[config.mk]
export PLATFORM = sky130hd
export DESIGN_NAME = wct_timer
export DESIGN_NICKNAME = d
export VERILOG_FILES = /design/src/rtl/wct_pkg.sv /design/src/rtl/wct_src_sel.sv /design/src/rtl/wct_counter.sv /design/src/rtl/wct_out_gen.sv /design/src/rtl/wct_timer.sv
export SDC_FILE = /design/constraint.sdc
export NUM_CORES = 1
export LEC_CHECK = 0
export ABC_AREA = 1
export CORE_ASPECT_RATIO = 1.1
export CORE_MARGIN = 5
export CORE_UTILIZATION = 51
export CTS_BUF_LIST = sky130_fd_sc_hd__clkbuf_4 sky130_fd_sc_hd__clkbuf_8
export DETAILED_ROUTE_END_ITERATION = 12
export PLACE_DENSITY = 0.75
export SETUP_SLACK_MARGIN = 0.5
export SLEW_MARGIN = 20
export SYNTH_ARGS = -nofsm -noshare
export SYNTH_HDL_FRONTEND = slang
export SYNTH_SLANG_ARGS = --single-unit
[constraint.sdc]
create_clock -name clk -period 2.25 [get_ports clk]
set_clock_uncertainty 0.05 [all_clocks]
set_input_delay 0.45 -clock clk [delete_from_list [all_inputs] [get_ports clk]]
set_output_delay 0.45 -clock clk [all_outputs]
set_load 0.02 [all_outputs]
[src/rtl/wct_pkg.sv]
// Shared types of the watchdog/countdown timer.
// Assumes: mode codes are fixed by the control word layout.
package wct_pkg;
    typedef enum logic [1:0] {
        MODE_HOLD  = 2'b00,
        MODE_CD    = 2'b01,
        MODE_WD    = 2'b10,
        MODE_HOLD2 = 2'b11
    } tmr_mode_e;

    typedef struct packed {
        tmr_mode_e mode;
        logic      pulse;
        logic      cd_ie;
    } tmr_cfg_t;
endpackage

[src/rtl/wct_src_sel.sv]
// Picks the tick enable of the configured source.
// Assumes: each tick_en bit is a one-cycle enable in the clk domain.
module wct_src_sel #(
    parameter int N_SRC = 4,
    localparam int SRC_W = (N_SRC > 1) ? $clog2(N_SRC) : 1
) (
    input  logic [N_SRC-1:0] tick_en,
    input  logic [SRC_W-1:0] src,
    output logic             tick
);
    logic [N_SRC-1:0] hit;

    // One match term per source; only the selected index can pass.
    for (genvar i = 0; i < N_SRC; i++) begin : g_hit
        assign hit[i] = tick_en[i] && (src == SRC_W'(i));
    end

    assign tick = |hit;
endmodule

[src/rtl/wct_counter.sv]
// Down counter with reload register. Emits one-cycle expiry events.
// Assumes: val_wr takes priority over a coincident tick.
module wct_counter
    import wct_pkg::*;
#(
    parameter int CNT_W = 8
) (
    input  logic             clk,
    input  logic             rst_n,
    input  logic             val_wr,
    input  logic [CNT_W-1:0] val_wdata,
    input  logic             tick,
    input  tmr_mode_e        mode,
    output logic             wd_evt,
    output logic             cd_evt
);
    logic [CNT_W-1:0] cnt_q;
    logic [CNT_W-1:0] reload_q;
    logic             run_en;
    logic             step;
    logic             expire;

    assign run_en = (mode == MODE_CD) || (mode == MODE_WD);
    assign step   = tick && run_en && !val_wr && (cnt_q != '0);
    assign expire = step && (cnt_q == CNT_W'(1));
    assign wd_evt = expire && (mode == MODE_WD);
    assign cd_evt = expire && (mode == MODE_CD);

    // Load, count down, reload in countdown mode, park at zero otherwise.
    always_ff @(posedge clk) begin
        if (!rst_n) begin
            cnt_q    <= '0;
            reload_q <= '0;
        end else if (val_wr) begin
            cnt_q    <= val_wdata;
            reload_q <= val_wdata;
        end else if (step) begin
            if (expire)
                cnt_q <= (mode == MODE_CD) ? reload_q : '0;
            else
                cnt_q <= cnt_q - CNT_W'(1);
        end
    end

    a_r3_zero_holds: assert property (@(posedge clk) disable iff (!rst_n)
        (cnt_q == '0 && !val_wr) |=> (cnt_q == '0));
    a_r1_load: assert property (@(posedge clk) disable iff (!rst_n)
        val_wr |=> (cnt_q == $past(val_wdata)));
    a_r4_wd_parks: assert property (@(posedge clk) disable iff (!rst_n)
        wd_evt |=> (cnt_q == '0));
    a_r7_reload: assert property (@(posedge clk) disable iff (!rst_n)
        cd_evt |=> (cnt_q == $past(reload_q)));
endmodule

[src/rtl/wct_out_gen.sv]
// Flags, countdown interrupt pulse, watchdog reset pulse and irq.
// Assumes: events are one-cycle strobes from wct_counter.
module wct_out_gen #(
    parameter int RST_FAST_CYC = 3,
    parameter int RST_SLOW_CYC = 12,
    parameter int PULSE_CYC    = 5,
    localparam int RST_MAX = (RST_FAST_CYC > RST_SLOW_CYC) ? RST_FAST_CYC : RST_SLOW_CYC,
    localparam int RST_W   = $clog2(RST_MAX + 1),
    localparam int PLS_W   = $clog2(PULSE_CYC + 1)
) (
    input  logic clk,
    input  logic rst_n,
    input  logic wd_evt,
    input  logic cd_evt,
    input  logic fast_src,
    input  logic val_wr,
    input  logic stat_rd,
    input  logic cd_clr,
    input  logic pulse_mode,
    input  logic cd_ie,
    output logic wd_flag,
    output logic cd_flag,
    output logic irq,
    output logic wd_rst
);
    logic [RST_W-1:0] rst_cnt_q;
    logic [PLS_W-1:0] pls_cnt_q;
    logic             cd_pulse_on;
    logic             cd_irq;

    // Watchdog flag: set by expiry, cleared by reload or status read only.
    always_ff @(posedge clk) begin
        if (!rst_n)                 wd_flag <= 1'b0;
        else if (wd_evt)            wd_flag <= 1'b1;
        else if (val_wr || stat_rd) wd_flag <= 1'b0;
    end

    // Countdown flag: set by expiry, cleared by its own clear strobe.
    always_ff @(posedge clk) begin
        if (!rst_n)      cd_flag <= 1'b0;
        else if (cd_evt) cd_flag <= 1'b1;
        else if (cd_clr) cd_flag <= 1'b0;
    end

    // Countdown interrupt pulse length counter, cut short by a clear.
    always_ff @(posedge clk) begin
        if (!rst_n)                pls_cnt_q <= '0;
        else if (cd_evt)           pls_cnt_q <= PLS_W'(PULSE_CYC);
        else if (cd_clr)           pls_cnt_q <= '0;
        else if (pls_cnt_q != '0)  pls_cnt_q <= pls_cnt_q - PLS_W'(1);
    end

    // Watchdog reset pulse counter; width picked by the source speed.
    always_ff @(posedge clk) begin
        if (!rst_n)               rst_cnt_q <= '0;
        else if (wd_evt)          rst_cnt_q <= fast_src ? RST_W'(RST_FAST_CYC)
                                                        : RST_W'(RST_SLOW_CYC);
        else if (rst_cnt_q != '0) rst_cnt_q <= rst_cnt_q - RST_W'(1);
    end

    assign cd_pulse_on = (pls_cnt_q != '0);
    assign cd_irq      = cd_ie && cd_flag && (!pulse_mode || cd_pulse_on);
    assign irq         = wd_flag || cd_irq;
    assign wd_rst      = (rst_cnt_q != '0);

    a_r5_wd_flag_holds: assert property (@(posedge clk) disable iff (!rst_n)
        (wd_flag && !val_wr && !stat_rd) |=> wd_flag);
    a_r8_cd_flag_holds: assert property (@(posedge clk) disable iff (!rst_n)
        (cd_flag && !cd_clr) |=> cd_flag);
    a_r6_rst_after_wd: assert property (@(posedge clk) disable iff (!rst_n)
        $rose(wd_rst) |-> $past(wd_evt));
    a_r9_level_irq: assert property (@(posedge clk) disable iff (!rst_n)
        (!pulse_mode && cd_ie && cd_flag) |-> irq);
    a_r10_clear_cuts: assert property (@(posedge clk) disable iff (!rst_n)
        (cd_clr && !cd_evt) |=> !cd_pulse_on);
endmodule

[src/rtl/wct_timer.sv]
// Top of the watchdog/countdown timer: control storage and wiring.
// Assumes: all strobes are single-cycle and synchronous to clk.
module wct_timer
    import wct_pkg::*;
#(
    parameter int CNT_W        = 8,
    parameter int N_SRC        = 4,
    parameter int RST_FAST_CYC = 3,
    parameter int RST_SLOW_CYC = 12,
    parameter int PULSE_CYC    = 5,
    localparam int SRC_W = (N_SRC > 1) ? $clog2(N_SRC) : 1
) (
    input  logic             clk,
    input  logic             rst_n,
    input  logic             ctl_wr,
    input  logic [1:0]       ctl_mode,
    input  logic [SRC_W-1:0] ctl_src,
    input  logic             ctl_pulse,
    input  logic             ctl_cd_ie,
    input  logic             val_wr,
    input  logic [CNT_W-1:0] val_wdata,
    input  logic             stat_rd,
    input  logic             cd_clr,
    input  logic [N_SRC-1:0] tick_en,
    output logic             wd_flag,
    output logic             cd_flag,
    output logic             irq,
    output logic             wd_rst
);
    tmr_cfg_t         cfg_q;
    logic [SRC_W-1:0] src_q;
    logic             tick;
    logic             wd_evt;
    logic             cd_evt;

    // Control word storage.
    always_ff @(posedge clk) begin
        if (!rst_n) begin
            cfg_q <= '{mode: MODE_HOLD, pulse: 1'b0, cd_ie: 1'b0};
            src_q <= '0;
        end else if (ctl_wr) begin
            cfg_q <= '{mode: tmr_mode_e'(ctl_mode), pulse: ctl_pulse, cd_ie: ctl_cd_ie};
            src_q <= ctl_src;
        end
    end

    wct_src_sel #(.N_SRC(N_SRC)) u_sel (
        .tick_en (tick_en),
        .src     (src_q),
        .tick    (tick)
    );

    wct_counter #(.CNT_W(CNT_W)) u_cnt (
        .clk       (clk),
        .rst_n     (rst_n),
        .val_wr    (val_wr),
        .val_wdata (val_wdata),
        .tick      (tick),
        .mode      (cfg_q.mode),
        .wd_evt    (wd_evt),
        .cd_evt    (cd_evt)
    );

    wct_out_gen #(
        .RST_FAST_CYC (RST_FAST_CYC),
        .RST_SLOW_CYC (RST_SLOW_CYC),
        .PULSE_CYC    (PULSE_CYC)
    ) u_out (
        .clk        (clk),
        .rst_n      (rst_n),
        .wd_evt     (wd_evt),
        .cd_evt     (cd_evt),
        .fast_src   (src_q == '0),
        .val_wr     (val_wr),
        .stat_rd    (stat_rd),
        .cd_clr     (cd_clr),
        .pulse_mode (cfg_q.pulse),
        .cd_ie      (cfg_q.cd_ie),
        .wd_flag    (wd_flag),
        .cd_flag    (cd_flag),
        .irq        (irq),
        .wd_rst     (wd_rst)
    );
endmodule

==> impl_metrics.tcl <==
set metrics [dict create \
    syn_inst 253 \
    clk_latency_ns 0.33 \
    cts_buffer_depth 2 \
    grt_pass1_vias 1684 \
    wl_met1_mm 1.739 \
    num_rows 22 \
    grt_max_degree 20 \
    finalHoldViolCount 0 \
    cts-buffers-inserted 5 \
    core_area_um2 3386 \
    htreeDepth 2 \
    rsz0062_at_grt "yes" \
    place_congestion 0.8011 \
    area_growth_pct 26.17 \
    wl_mm 4.302 \
    setup_violations 0 \
    ys_seq_elements 31 \
    crit_end "irq" \
    initial_utilization_pct 53.81 \
    cts_root_buf "clkbuf_4" \
    postSynthAreaPerCell_um2 7.201 \
    ant_nets 0 \
    first_pass_iters 4 \
    dr_wl_met2_mm 2.273 \
    path_clk_slew_ns 0.09 \
    relSlewSlack_pct 74.29 \
    route.detailed.drc 0 \
    setup.worst_path.start "u_out.pls_cnt_q[1]" \
    netlist_area_um2 1822 \
    met3_length_um 211 \
    leakage_nw 0.9596 \
    rr_endpoint "u_out.rst_cnt_q[0]" \
    fin_ws_ns 0.3957 \
    final_nets 322 \
    status "complete, no violations" \
    drt_iter0_drc 60 \
    diodes 0 \
    dp.cells 325 \
    rr_startpoint "u_cnt.cnt_q[0]" \
    vias 1746 \
    cp_max_fo 2 \
    die_h_um 72.69 \
    maxCapViolations 0 \
    ir_worst_vdd_uv 300.1 \
    dieArea_um2 4869 \
    fmax_mhz 539.3 \
    grt_pass1_wl_mm 7.355 \
    cpMostUsedCell "inv_2" \
    cts_tree "yes" \
    p_per_area_nw_per_um2 672.4 \
    top_layer "met4" \
    drv_slew 0 \
    yosysSeqAreaShare_pct 34.07 \
    overflow 0 \
    arrival_ns 1.35 \
    rr_worst_depth 10 \
    pre_cts_slack_ns 0.1270 \
    die_w_um 66.99 \
    fin_cells 336 \
    dp_hpwl_mm 2.915 \
    path_cells "inv_2 -> ha_4 -> inv_2 -> nor2_4 -> nand2_1 -> a31o_2 -> buf_6" \
    crit_required_ns 1.75 \
    period_share_pct 82.41 \
    wl_per_cell_um 12.80 \
    numPortBuffers 27 \
    track_usage_pct 19.67 \
    hold_class "flop to flop" \
    drive_above_1_share_pct 18.75 \
    hold_start "u_cnt.reload_q[3]" \
    crit_type "flop to primary output" \
    synth_fp_nets 286 \
    cp-start-kind "flop" \
    yosysUniqueCellTypes 30 \
    cpMaxStageDelayCell "dfxtp_2" \
    cp-end-kind "primary output" \
    hold_buffers 0 \
    reg2reg_slack_ns 0.63 \
    post-route-util_pct 67.89 \
    cp_slowest_stage_delay_ns 0.33 \
    io_pins 28 \
    via_per_inst 5.196 \
    tightest_slew_ns 0.3857 \
    clkSinkCount 31 \
    antenna_found_initial 0 \
    tns_ns 0 \
    min_period_ns 1.854 \
    ys_warn_count 0 \
]
-- registers in the layout, summed over array words and instances (netlist names) --
signal / count
cfg_q: 4
u_out.cd_flag: 1
src_q: 2
u_out.pls_cnt_q: 3
u_cnt.reload_q: 8
u_out.wd_flag: 1
u_out.rst_cnt_q: 4
u_cnt.cnt_q: 8
-- where the power goes --
| part | internal [mW] | switching, mW |
|---|---|---|
| Combinational | 0.257 | 0.330 |
| Sequential | 0.611 | 0.0431 |
| Clock | 0.123 | 0.182 |
-- critical path, delay by kind of cell (launching register included) --
kind / cells / cell delay, ns
flip-flops: 1 / 0.33
buffers and inverters: 3 / 0.24
AO/OA/AOI/OAI: 1 / 0.20
adder cells (fa/ha/maj): 1 / 0.13
AND/OR/NAND/NOR: 2 / 0.13
-- stage by stage --
stage | hold slack, ns | total power, mW | cell area, um^2
floorplan | 0.3903 | 1.070 | 1822
global placement | 0.4001 | 1.204 | 2152
detailed placement | 0.4039 | 1.216 | 2152
CTS | 0.4176 | 1.521 | 2245
global route | 0.4288 | 1.663 | 2298
finish | 0.4138 | 1.545 | 2298
-- Yosys cell counts, drive strengths merged --
| cell | count | area [um^2] |
|---|---|---|
| or2 | 2 | 12.51 |
| nand3 | 28 | 157.7 |
| nand2 | 50 | 195.2 |
| o21bai | 1 | 7.510 |
| clkbuf | 3 | 11.26 |
| a21oi | 29 | 145.1 |
| nand4 | 2 | 12.51 |
| o211ai | 1 | 7.510 |
| o31ai | 2 | 15.01 |
| a31o | 1 | 8.760 |
| buf | 4 | 18.76 |
| xnor2 | 4 | 35.03 |
| xor2 | 4 | 35.03 |
| inv | 25 | 93.84 |
| o21ai | 17 | 96.35 |
| nor2 | 35 | 203.9 |
| nor3 | 3 | 25.02 |
| clkinv | 2 | 7.510 |
| dfxtp | 31 | 620.6 |
| ha | 9 | 112.6 |
-- layer usage --
metal | global-route usage (%) | vias up
met4 | 8.559 | 0
met1 | 22.87 | 803
li1 | - | 901
met2 | 33.92 | 37
met3 | 4.777 | 5
met5 | 0 | -
-- cell type report --
class | count | area [um^2]
timing repair buffer | 36 | 341.6
fill | 324 | 1087
inverter | 27 | 101.3
tap | 48 | 60.06
multi-input combinational | 188 | 1124
clock buffer | 6 | 45.04
sequential | 31 | 626.9
-- cell usage in the layout, fill, tap and decap left out, types with 2 or more instances in the layout --
cell,instances
nor2_4,7
inv_2,4
nand3_1,26
nand2_2,4
nor2_8,2
nor3_2,2
nand2_1,46
or2_2,2
buf_4,8
buf_6,3
dfxtp_2,5
nand4_1,2
ha_1,7
xor2_1,4
clkinv_1,2
dlygate4sd2_1,2
o31ai_1,2
ha_4,2
xnor2_1,4
nor2_1,22
dfxtp_1,26
o21ai_0,14
nor2_2,4
a21oi_1,29
clkdlybuf4s50_1,23
clkbuf_4,6
inv_1,21
-- how the worst min path moves through the flow --
stage / cells after the start / slack, ns / endpoint
3_3_place_gp: 2 / 0.40 / u_cnt.reload_q[3]
4_1_cts: 2 / 0.42 / u_cnt.reload_q[3]
3_5_place_dp: 2 / 0.40 / u_cnt.reload_q[3]
6_report: 2 / 0.41 / u_cnt.reload_q[3]
5_1_grt: 2 / 0.43 / u_cnt.reload_q[4]
2_1_floorplan: 2 / 0.39 / u_cnt.reload_q[0]
-- what timing repair did --
action,CTS,global route
setup buffers,2,3
gates resized for setup,25,10
pin swaps,5,7
endpoints found under the setup margin,19,16
gates cloned,0,0
-- kinds of logic after synthesis --
| group | synth area share (%) |
|---|---|
| xor+xnor | 3.846 |
| buf+inv | 7.211 |
| fa+ha+maj | 6.181 |
| flops | 34.07 |
| compound gates | 15.39 |
| simple gates | 33.31 |
No activity file was read; power rests on OpenSTA's default activity.
